[src/rtl/pal_pkg.sv]
package pal_pkg;

    localparam int unsigned MODE_W    = 3;
    localparam int unsigned CODE_W    = 4;
    localparam logic [MODE_W-1:0] MODE_8BPP = 3'd3;

    // Palette footprint in bytes for each depth mode.
    function automatic int unsigned pal_bytes(input logic [MODE_W-1:0] m);
        case (m)
            3'd0, 3'd1, 3'd2: pal_bytes = 256;
            3'd3:             pal_bytes = 512;
            default:          pal_bytes = 32;
        endcase
    endfunction

    // Depth code expected in the header field for a mode.
    function automatic logic [CODE_W-1:0] pal_code(input logic [MODE_W-1:0] m);
        if (m <= 3'd4)
            pal_code = {1'b0, m};
        else
            pal_code = 4'd4;
    endfunction

endpackage

[src/rtl/pal_store.sv]
// Two-bank colour storage: even entries in bank 0, odd entries in bank 1.
module pal_store #(
    parameter int unsigned IDX_W = 8,
    parameter int unsigned COL_W = 12
) (
    input  logic                        clk,
    input  logic [1:0]                  wr_en,
    input  logic [IDX_W-2:0]            wr_row,
    input  logic [1:0][COL_W-1:0]       wr_col,
    input  logic [IDX_W-2:0]            rd_row,
    output logic [1:0][COL_W-1:0]       rd_col
);
    localparam int unsigned ROWS = 1 << (IDX_W - 1);

    for (genvar b = 0; b < 2; b++) begin : g_bank
        logic [COL_W-1:0] mem [ROWS];
        logic [COL_W-1:0] rd_q;

        // Registered read returns the content before a same-edge write.
        always_ff @(posedge clk) begin
            if (wr_en[b])
                mem[wr_row] <= wr_col[b];
            rd_q <= mem[rd_row];
        end

        assign rd_col[b] = rd_q;
    end

endmodule

[src/rtl/pal_loader.sv]
// Burst sequencer: counts words, unpacks entries, checks the depth header.
module pal_loader
    import pal_pkg::*;
#(
    parameter int unsigned IDX_W = 8,
    parameter int unsigned COL_W = 12,
    parameter int unsigned ENT_W = 16
) (
    input  logic                        clk,
    input  logic                        rst_n,
    input  logic                        load_start,
    input  logic [MODE_W-1:0]           mode_sel,
    input  logic                        wr_valid,
    input  logic [2*ENT_W-1:0]          wr_data,
    output logic                        busy,
    output logic                        load_done,
    output logic                        hdr_err,
    output logic [CODE_W-1:0]           depth_code,
    output logic [MODE_W-1:0]           cfg_mode,
    output logic [1:0]                  wr_en,
    output logic [IDX_W-2:0]            wr_row,
    output logic [1:0][COL_W-1:0]       wr_col
);
    localparam int unsigned CNT_W = IDX_W;

    typedef struct packed {
        logic                busy;
        logic [MODE_W-1:0]   mode;
        logic [CNT_W-1:0]    wcnt;
        logic [CODE_W-1:0]   code;
        logic                err;
        logic                done;
    } ld_state_t;

    ld_state_t st_d, st_q;
    logic        accept;
    logic [31:0] cnt32;
    logic [31:0] words_tot;
    logic [31:0] ents_tot;

    always_comb begin
        st_d      = st_q;
        st_d.done = 1'b0;
        cnt32     = 32'(st_q.wcnt);
        words_tot = pal_bytes(st_q.mode) / 32'd4 + 32'd1;
        ents_tot  = pal_bytes(st_q.mode) / 32'd2;
        accept    = st_q.busy && wr_valid && !load_start;

        wr_en[0]  = accept && ((32'd2 * cnt32) < ents_tot);
        wr_en[1]  = accept && ((32'd2 * cnt32 + 32'd1) < ents_tot);
        wr_row    = st_q.wcnt[IDX_W-2:0];
        wr_col[0] = wr_data[COL_W-1:0];
        wr_col[1] = wr_data[ENT_W+COL_W-1:ENT_W];

        if (load_start) begin
            st_d.busy = 1'b1;
            st_d.mode = mode_sel;
            st_d.wcnt = '0;
            st_d.code = '0;
            st_d.err  = 1'b0;
        end else if (accept) begin
            st_d.wcnt = st_q.wcnt + 1'b1;
            if (cnt32 == 32'd0) begin
                st_d.code = wr_data[ENT_W-1:COL_W];
                st_d.err  = (wr_data[ENT_W-1:COL_W] != pal_code(st_q.mode));
            end
            if (cnt32 + 32'd1 == words_tot) begin
                st_d.busy = 1'b0;
                st_d.done = 1'b1;
            end
        end
    end

    always_ff @(posedge clk) begin
        if (!rst_n)
            st_q <= '0;
        else
            st_q <= st_d;
    end

    assign busy       = st_q.busy;
    assign load_done  = st_q.done;
    assign hdr_err    = st_q.err;
    assign depth_code = st_q.code;
    assign cfg_mode   = st_q.mode;

endmodule

[src/rtl/pal_lookup.sv]
// Index-to-colour stage, active only for 8 bpp indexed mode.
module pal_lookup
    import pal_pkg::*;
#(
    parameter int unsigned IDX_W = 8,
    parameter int unsigned COL_W = 12
) (
    input  logic                        clk,
    input  logic                        rst_n,
    input  logic                        pix_valid,
    input  logic [IDX_W-1:0]            pix_index,
    input  logic [MODE_W-1:0]           cfg_mode,
    input  logic [1:0][COL_W-1:0]       rd_col,
    output logic [IDX_W-2:0]            rd_row,
    output logic                        rgb_valid,
    output logic [COL_W-1:0]            rgb_out
);
    typedef struct packed {
        logic valid;
        logic bank;
    } lk_state_t;

    lk_state_t lk_d, lk_q;

    always_comb begin
        lk_d       = lk_q;
        lk_d.valid = pix_valid && (cfg_mode == MODE_8BPP);
        lk_d.bank  = pix_index[0];
        rd_row     = pix_index[IDX_W-1:1];
    end

    always_ff @(posedge clk) begin
        if (!rst_n)
            lk_q <= '0;
        else
            lk_q <= lk_d;
    end

    assign rgb_valid = lk_q.valid;
    assign rgb_out   = lk_q.bank ? rd_col[1] : rd_col[0];

endmodule

[src/rtl/pal_lut.sv]
module pal_lut
    import pal_pkg::*;
#(
    parameter int unsigned IDX_W = 8,
    parameter int unsigned COL_W = 12,
    parameter int unsigned ENT_W = 16
) (
    input  logic                 clk,
    input  logic                 rst_n,
    input  logic                 load_start,
    input  logic [2:0]           mode_sel,
    input  logic                 wr_valid,
    input  logic [2*ENT_W-1:0]   wr_data,
    input  logic                 pix_valid,
    input  logic [IDX_W-1:0]     pix_index,
    output logic                 busy,
    output logic                 load_done,
    output logic                 hdr_err,
    output logic [3:0]           depth_code,
    output logic                 rgb_valid,
    output logic [COL_W-1:0]     rgb_out
);
    logic [MODE_W-1:0]       cfg_mode_w;
    logic [1:0]              wr_en_w;
    logic [IDX_W-2:0]        wr_row_w;
    logic [1:0][COL_W-1:0]   wr_col_w;
    logic [IDX_W-2:0]        rd_row_w;
    logic [1:0][COL_W-1:0]   rd_col_w;

    pal_loader #(.IDX_W(IDX_W), .COL_W(COL_W), .ENT_W(ENT_W)) u_load (
        .clk        (clk),
        .rst_n      (rst_n),
        .load_start (load_start),
        .mode_sel   (mode_sel),
        .wr_valid   (wr_valid),
        .wr_data    (wr_data),
        .busy       (busy),
        .load_done  (load_done),
        .hdr_err    (hdr_err),
        .depth_code (depth_code),
        .cfg_mode   (cfg_mode_w),
        .wr_en      (wr_en_w),
        .wr_row     (wr_row_w),
        .wr_col     (wr_col_w)
    );

    pal_store #(.IDX_W(IDX_W), .COL_W(COL_W)) u_store (
        .clk    (clk),
        .wr_en  (wr_en_w),
        .wr_row (wr_row_w),
        .wr_col (wr_col_w),
        .rd_row (rd_row_w),
        .rd_col (rd_col_w)
    );

    pal_lookup #(.IDX_W(IDX_W), .COL_W(COL_W)) u_look (
        .clk       (clk),
        .rst_n     (rst_n),
        .pix_valid (pix_valid),
        .pix_index (pix_index),
        .cfg_mode  (cfg_mode_w),
        .rd_col    (rd_col_w),
        .rd_row    (rd_row_w),
        .rgb_valid (rgb_valid),
        .rgb_out   (rgb_out)
    );

endmodule

[config.mk]
export PLATFORM = sky130hd
export DESIGN_NAME = pal_lut
export DESIGN_NICKNAME = d
export VERILOG_FILES = /design/src/rtl/pal_pkg.sv /design/src/rtl/pal_store.sv /design/src/rtl/pal_loader.sv /design/src/rtl/pal_lookup.sv /design/src/rtl/pal_lut.sv
export SDC_FILE = /design/constraint.sdc
export NUM_CORES = 2
export LEC_CHECK = 0
export ABC_CLOCK_PERIOD_IN_PS = 6200
export BUFFER_PORTS_ARGS = -buffer_cell sky130_fd_sc_hd__buf_2
export CAP_MARGIN = 20
export CORE_UTILIZATION = 35
export DETAILED_ROUTE_END_ITERATION = 6
export GPL_TIMING_DRIVEN = 0
export PLACE_DENSITY = 0.51
export SYNTH_ARGS = -nofsm -noshare
export SYNTH_HDL_FRONTEND = slang
export SYNTH_SLANG_ARGS = --single-unit
[constraint.sdc]
create_clock -name clk -period 6.2 [get_ports clk]
set_input_delay 1.24 -clock clk [delete_from_list [all_inputs] [get_ports clk]]
set_output_delay 1.24 -clock clk [all_outputs]
set_load 0.02 [all_outputs]
==> impl_summary.log <==
[metrics] run status: completed
[metrics] clock period minus final worst setup slack: 5.42 ns
[metrics] power density relative to cell area: 320 mW/mm²
[metrics] largest net degree at the start of global routing: 97
[metrics] worst slack at placement: 0.436 ns
[metrics] CTS Buf Count: 327
[metrics] full die area: 0.343 mm²
[metrics] initial core utilization: 35.3%
[metrics] max cap viols: 0
[metrics] cell count of the worst reg-to-reg path: 8
[metrics] achievable clock frequency: 184 MHz
[metrics] overall track demand over capacity in global routing: 19.7%
[metrics] iteration-0 DRC count of the detailed router: 6,906
[metrics] most common library cell in the layout ignoring fill and taps: sky130_fd_sc_hd__edfxtp_1
[metrics] startpoint of the lowest-slack hold path: u_load.depth_code[3]$_SDFFE_PP0P_
[metrics] prevailing post-synth register cell: sky130_fd_sc_hd__edfxtp_1
[metrics] Reg clk slew, reported paths: 0.06 ns
[metrics] highest net fanout along the worst path: 12
[metrics] sequential fraction of the synthesis area: 78.1%
[metrics] # resized after CTS: 0
[metrics] Post-Synthesis Cell Area: 0.119 mm²
[metrics] final number of hold-violating endpoints: 0
[metrics] worst setup slack for register-to-register paths: 0.78 ns
[metrics] Syn Area/Cell: 24.7 µm²
[metrics] mux share of post-synthesis cell area: 19.5%
[metrics] wire per inst: 32.9 µm
[metrics] CTS tree: yes
[metrics] Sw Ratio: 21.9%
[metrics] Max IR drop VDD: 0.221 mV
[metrics] total power: 44,500 µW
[metrics] sort of element at the end of the critical path: flop
[metrics] register bit count reported by yosys: 3,116
[metrics] cell types with the largest area share after synthesis: sky130_fd_sc_hd__edfxtp_1 (77%), sky130_fd_sc_hd__mux4_2 (19%), sky130_fd_sc_hd__nor2_1 (0.86%)
[metrics] total setup violations reported at the end of the flow: 0
[metrics] sum of negative setup slack: 0 ns
[metrics] Internal: 34,700 µW
[metrics] FFs w/ async S/R, synth: 0%
[metrics] signed area change from the synthesized netlist to the final layout: 16.6%
[metrics] post-CTS setup-driven buffer insertion count: 0
[metrics] post-synthesis compound-gate area fraction: 0.0966%
[metrics] area share of xor/xnor cells in the synthesized design: 0.0955%
[metrics] vias in the first global route: 56,400
[metrics] Arrival @ worst endpoint: 5.95 ns
[metrics] category of the worst setup path launch point: flop
[metrics] worst hold path stage count: 2
[metrics] sw power: 9720 µW
[metrics] Antenna Violating Nets Remaining: 0
[metrics] critical register-to-register path startpoint: u_load.cfg_mode[2]$_SDFFE_PN0P_
[metrics] Synth top area share: 77.4%
[metrics] worst setup path category: flop to flop
[metrics] post-synthesis cell count: 4,827
[metrics] largest family of logic cells by synthesized area: multiplexers
[metrics] CTS Hold Buffers Added: 0
[metrics] setup repair after global routing missed its margin: no
[metrics] Critical path origin: u_load.cfg_mode[2]$_SDFFE_PN0P_
[metrics] fraction of the cycle the final worst path needs: 87.5%
[metrics] total wire length: 338,000 µm
[metrics] Final Wtd Congestion: 0.873
[metrics] headroom to the max-slew limit: 25.9%
[metrics] top cell type by total area after synthesis: sky130_fd_sc_hd__edfxtp_1
[metrics] number of warnings reported in the yosys synthesis log: 0
[metrics] Nets: 5,535
[metrics] Syn Nets: 4,880
[metrics] Fin Clk Skew: 0.0339 ns
[metrics] first-pass iteration count of the detailed router: 5
[metrics] Worst Slack Setup Final: 0.776 ns
[metrics] number of max-slew violations in the final report: 0
[metrics] number of flops mapped to enable cells by yosys: 3,072
[metrics] min-delay worst type: flop to flop
[metrics] via count normalized by instance count: 5.41
[metrics] H-Tree Depth: 5
[metrics] count of input and output buffers: 55
[metrics] LEAKAGE: 0.0427 µW
[metrics] worst slew pin tran: 1.11 ns
[metrics] combinational share of power: 5.4%
[metrics] number of placement rows: 213
[metrics] initial antenna violation count: 48
[metrics] Longest Clk Path Bufs: 4
[metrics] proportion of layout cells with a drive suffix above 1: 34.4%
[metrics] Clk network pwr share: 42.5%
[metrics] Floorplan Core Area: 0.338 mm²
[metrics] number of distinct library cell variants in the gate-level netlist after synthesis: 42
[metrics] simple logic cell fraction of the synthesized area: 1.20%
[metrics] Detailed Place HPWL: 238,000 µm
[metrics] wire length of the first global-routing pass: 467,000 µm
[metrics] worst min-delay path endpoint: u_load.depth_code[3]$_SDFFE_PP0P_
[metrics] sequential power share: 52.1%
[metrics] I/O pin count: 68
[metrics] adder and majority cell fraction of the synthesized area: 0.0525%
[metrics] overall die width: 586 µm
[metrics] most frequent cells in the layout: sky130_fd_sc_hd__edfxtp_1 (3,072), sky130_fd_sc_hd__mux4_2 (1,008), sky130_fd_sc_hd__clkbuf_16 (335), sky130_fd_sc_hd__clkbuf_1 (255), sky130_fd_sc_hd__nor2_1 (206)
[metrics] clock insertion delay at the later pin of the skew report: 0.92 ns
[metrics] Remaining Overflow, GRT: 0
[metrics] Die H: 586 µm
[metrics] capture instance of the worst register-to-register path: u_store.g_bank[1].mem[39][4]$_DFFE_PP_
[metrics] count of vias placed by the detailed router: 55,600
[metrics] worst endpoint required time: 6.73 ns
[metrics] total clock sinks: 3,116
[metrics] DRC violation count after routing: 0
[metrics] Root Buffer Master: sky130_fd_sc_hd__clkbuf_16
[flip-flops by register name (all words and copies together), names as in the netlist]
register / flops
u_load.hdr_err: 1
u_look.lk_q: 1
u_load.busy: 1
u_store.g_bank.mem: 3072
u_store.g_bank.rd_q: 24
u_look.rgb_valid: 1
u_load.depth_code: 4
u_load.cnt32: 1
u_load.wr_row: 7
u_load.cfg_mode: 3
u_load.load_done: 1
[logic make-up after synthesis]
family	after synthesis
flops	3116
mux	1052
simple gates	348
buf+inv	279
compound gates	14
xor+xnor	13
fa+ha+maj	5
[how the worst max path moves through the flow]
stage	endpoint	slack (ns)
3_3_place_gp	u_store.g_bank[1].mem[103][7]$_DFFE_PP_	-1.47
6_report	u_store.g_bank[1].mem[39][4]$_DFFE_PP_	0.78
4_1_cts	u_store.g_bank[1].mem[39][6]$_DFFE_PP_	0.79
3_5_place_dp	u_store.g_bank[0].rd_q[0]$_DFF_P_	0.44
5_1_grt	u_store.g_bank[0].mem[79][4]$_DFFE_PP_	0.70
2_1_floorplan	u_store.g_bank[0].mem[103][0]$_DFFE_PP_	2.29
[final cells by class]
class                   instances  area [µm²]
plain buffers                 276        1160
well taps                    4515        5650
flip-flops and latches       3116       93100
fillers                     29300      199000
repair buffers                326        3670
inverters                       3        11.3
clock buffers                 437        8840
clock inverters               159        1340
multi-input cells            1432       25100
diodes                         15        37.5
[cells in the mapped netlist, types with 2 or more instances]
| library cell | count |
|---|---|
| sky130_fd_sc_hd__mux2i_1 | 7 |
| sky130_fd_sc_hd__a21oi_1 | 3 |
| sky130_fd_sc_hd__nand3_1 | 18 |
| sky130_fd_sc_hd__ha_1 | 5 |
| sky130_fd_sc_hd__o21a_1 | 2 |
| sky130_fd_sc_hd__clkinv_1 | 2 |
| sky130_fd_sc_hd__a21o_1 | 2 |
| sky130_fd_sc_hd__xnor2_1 | 6 |
| sky130_fd_sc_hd__and3_1 | 2 |
| sky130_fd_sc_hd__nor4_1 | 3 |
| sky130_fd_sc_hd__mux4_2 | 1008 |
| sky130_fd_sc_hd__nor2b_1 | 8 |
| sky130_fd_sc_hd__nand2_1 | 20 |
| sky130_fd_sc_hd__or3_1 | 2 |
| sky130_fd_sc_hd__clkbuf_1 | 192 |
| sky130_fd_sc_hd__edfxtp_1 | 3072 |
| sky130_fd_sc_hd__buf_1 | 22 |
| sky130_fd_sc_hd__mux2_2 | 37 |
| sky130_fd_sc_hd__dfxtp_1 | 44 |
| sky130_fd_sc_hd__nor3_1 | 4 |
| sky130_fd_sc_hd__xor2_1 | 7 |
| sky130_fd_sc_hd__nand4_1 | 9 |
| sky130_fd_sc_hd__buf_2 | 60 |
| sky130_fd_sc_hd__nor2_1 | 274 |
[through the flow]
stage	utilization, %	hold slack, ns	instances	area, µm²
2_1_floorplan	-	0.532	4827	119000
3_3_place_gp	37.0	0.495	9397	125000
3_5_place_dp	38.1	0.488	9658	129000
4_1_cts	41.1	0.456	10300	139000
5_1_grt	41.1	0.508	10300	139000
6_report	41.1	0.496	10300	139000
[routing by layer]
| metal | global-route usage [%] | routed length, µm | vias to the layer above |
|---|---|---|---|
| met5 | 0 | 59 | - |
| met4 | 5.90 | 11000 | 10 |
| met3 | 3.57 | 24200 | 415 |
| met2 | 31.4 | 160000 | 2119 |
| met1 | 27.8 | 143000 | 30800 |
| li1 | - | - | 22300 |
[power groups by stage]
stage / logic (µW) / registers (µW) / clock network (µW)
after detailed placement: 2410 / 23600 / 0
after global routing: 2480 / 23200 / 20000
final: 2400 / 23200 / 18900
after floorplan: 1110 / 23600 / 0
after global placement: 2280 / 23700 / 0
after CTS: 2420 / 23200 / 19300
[worst max-delay path, cell delays in order (launching register included)]
cell and delay [ns]:
sky130_fd_sc_hd__dfxtp_1 0.31, sky130_fd_sc_hd__clkbuf_1 0.32, sky130_fd_sc_hd__or4b_1 0.49, sky130_fd_sc_hd__a21o_1 0.22, sky130_fd_sc_hd__a2111oi_4 0.89, sky130_fd_sc_hd__nand4_1 0.87
sky130_fd_sc_hd__buf_8 0.44, sky130_fd_sc_hd__clkbuf_2 0.53, sky130_fd_sc_hd__nor2_2 0.93
Note: power is estimated with default switching activity, not from simulation.
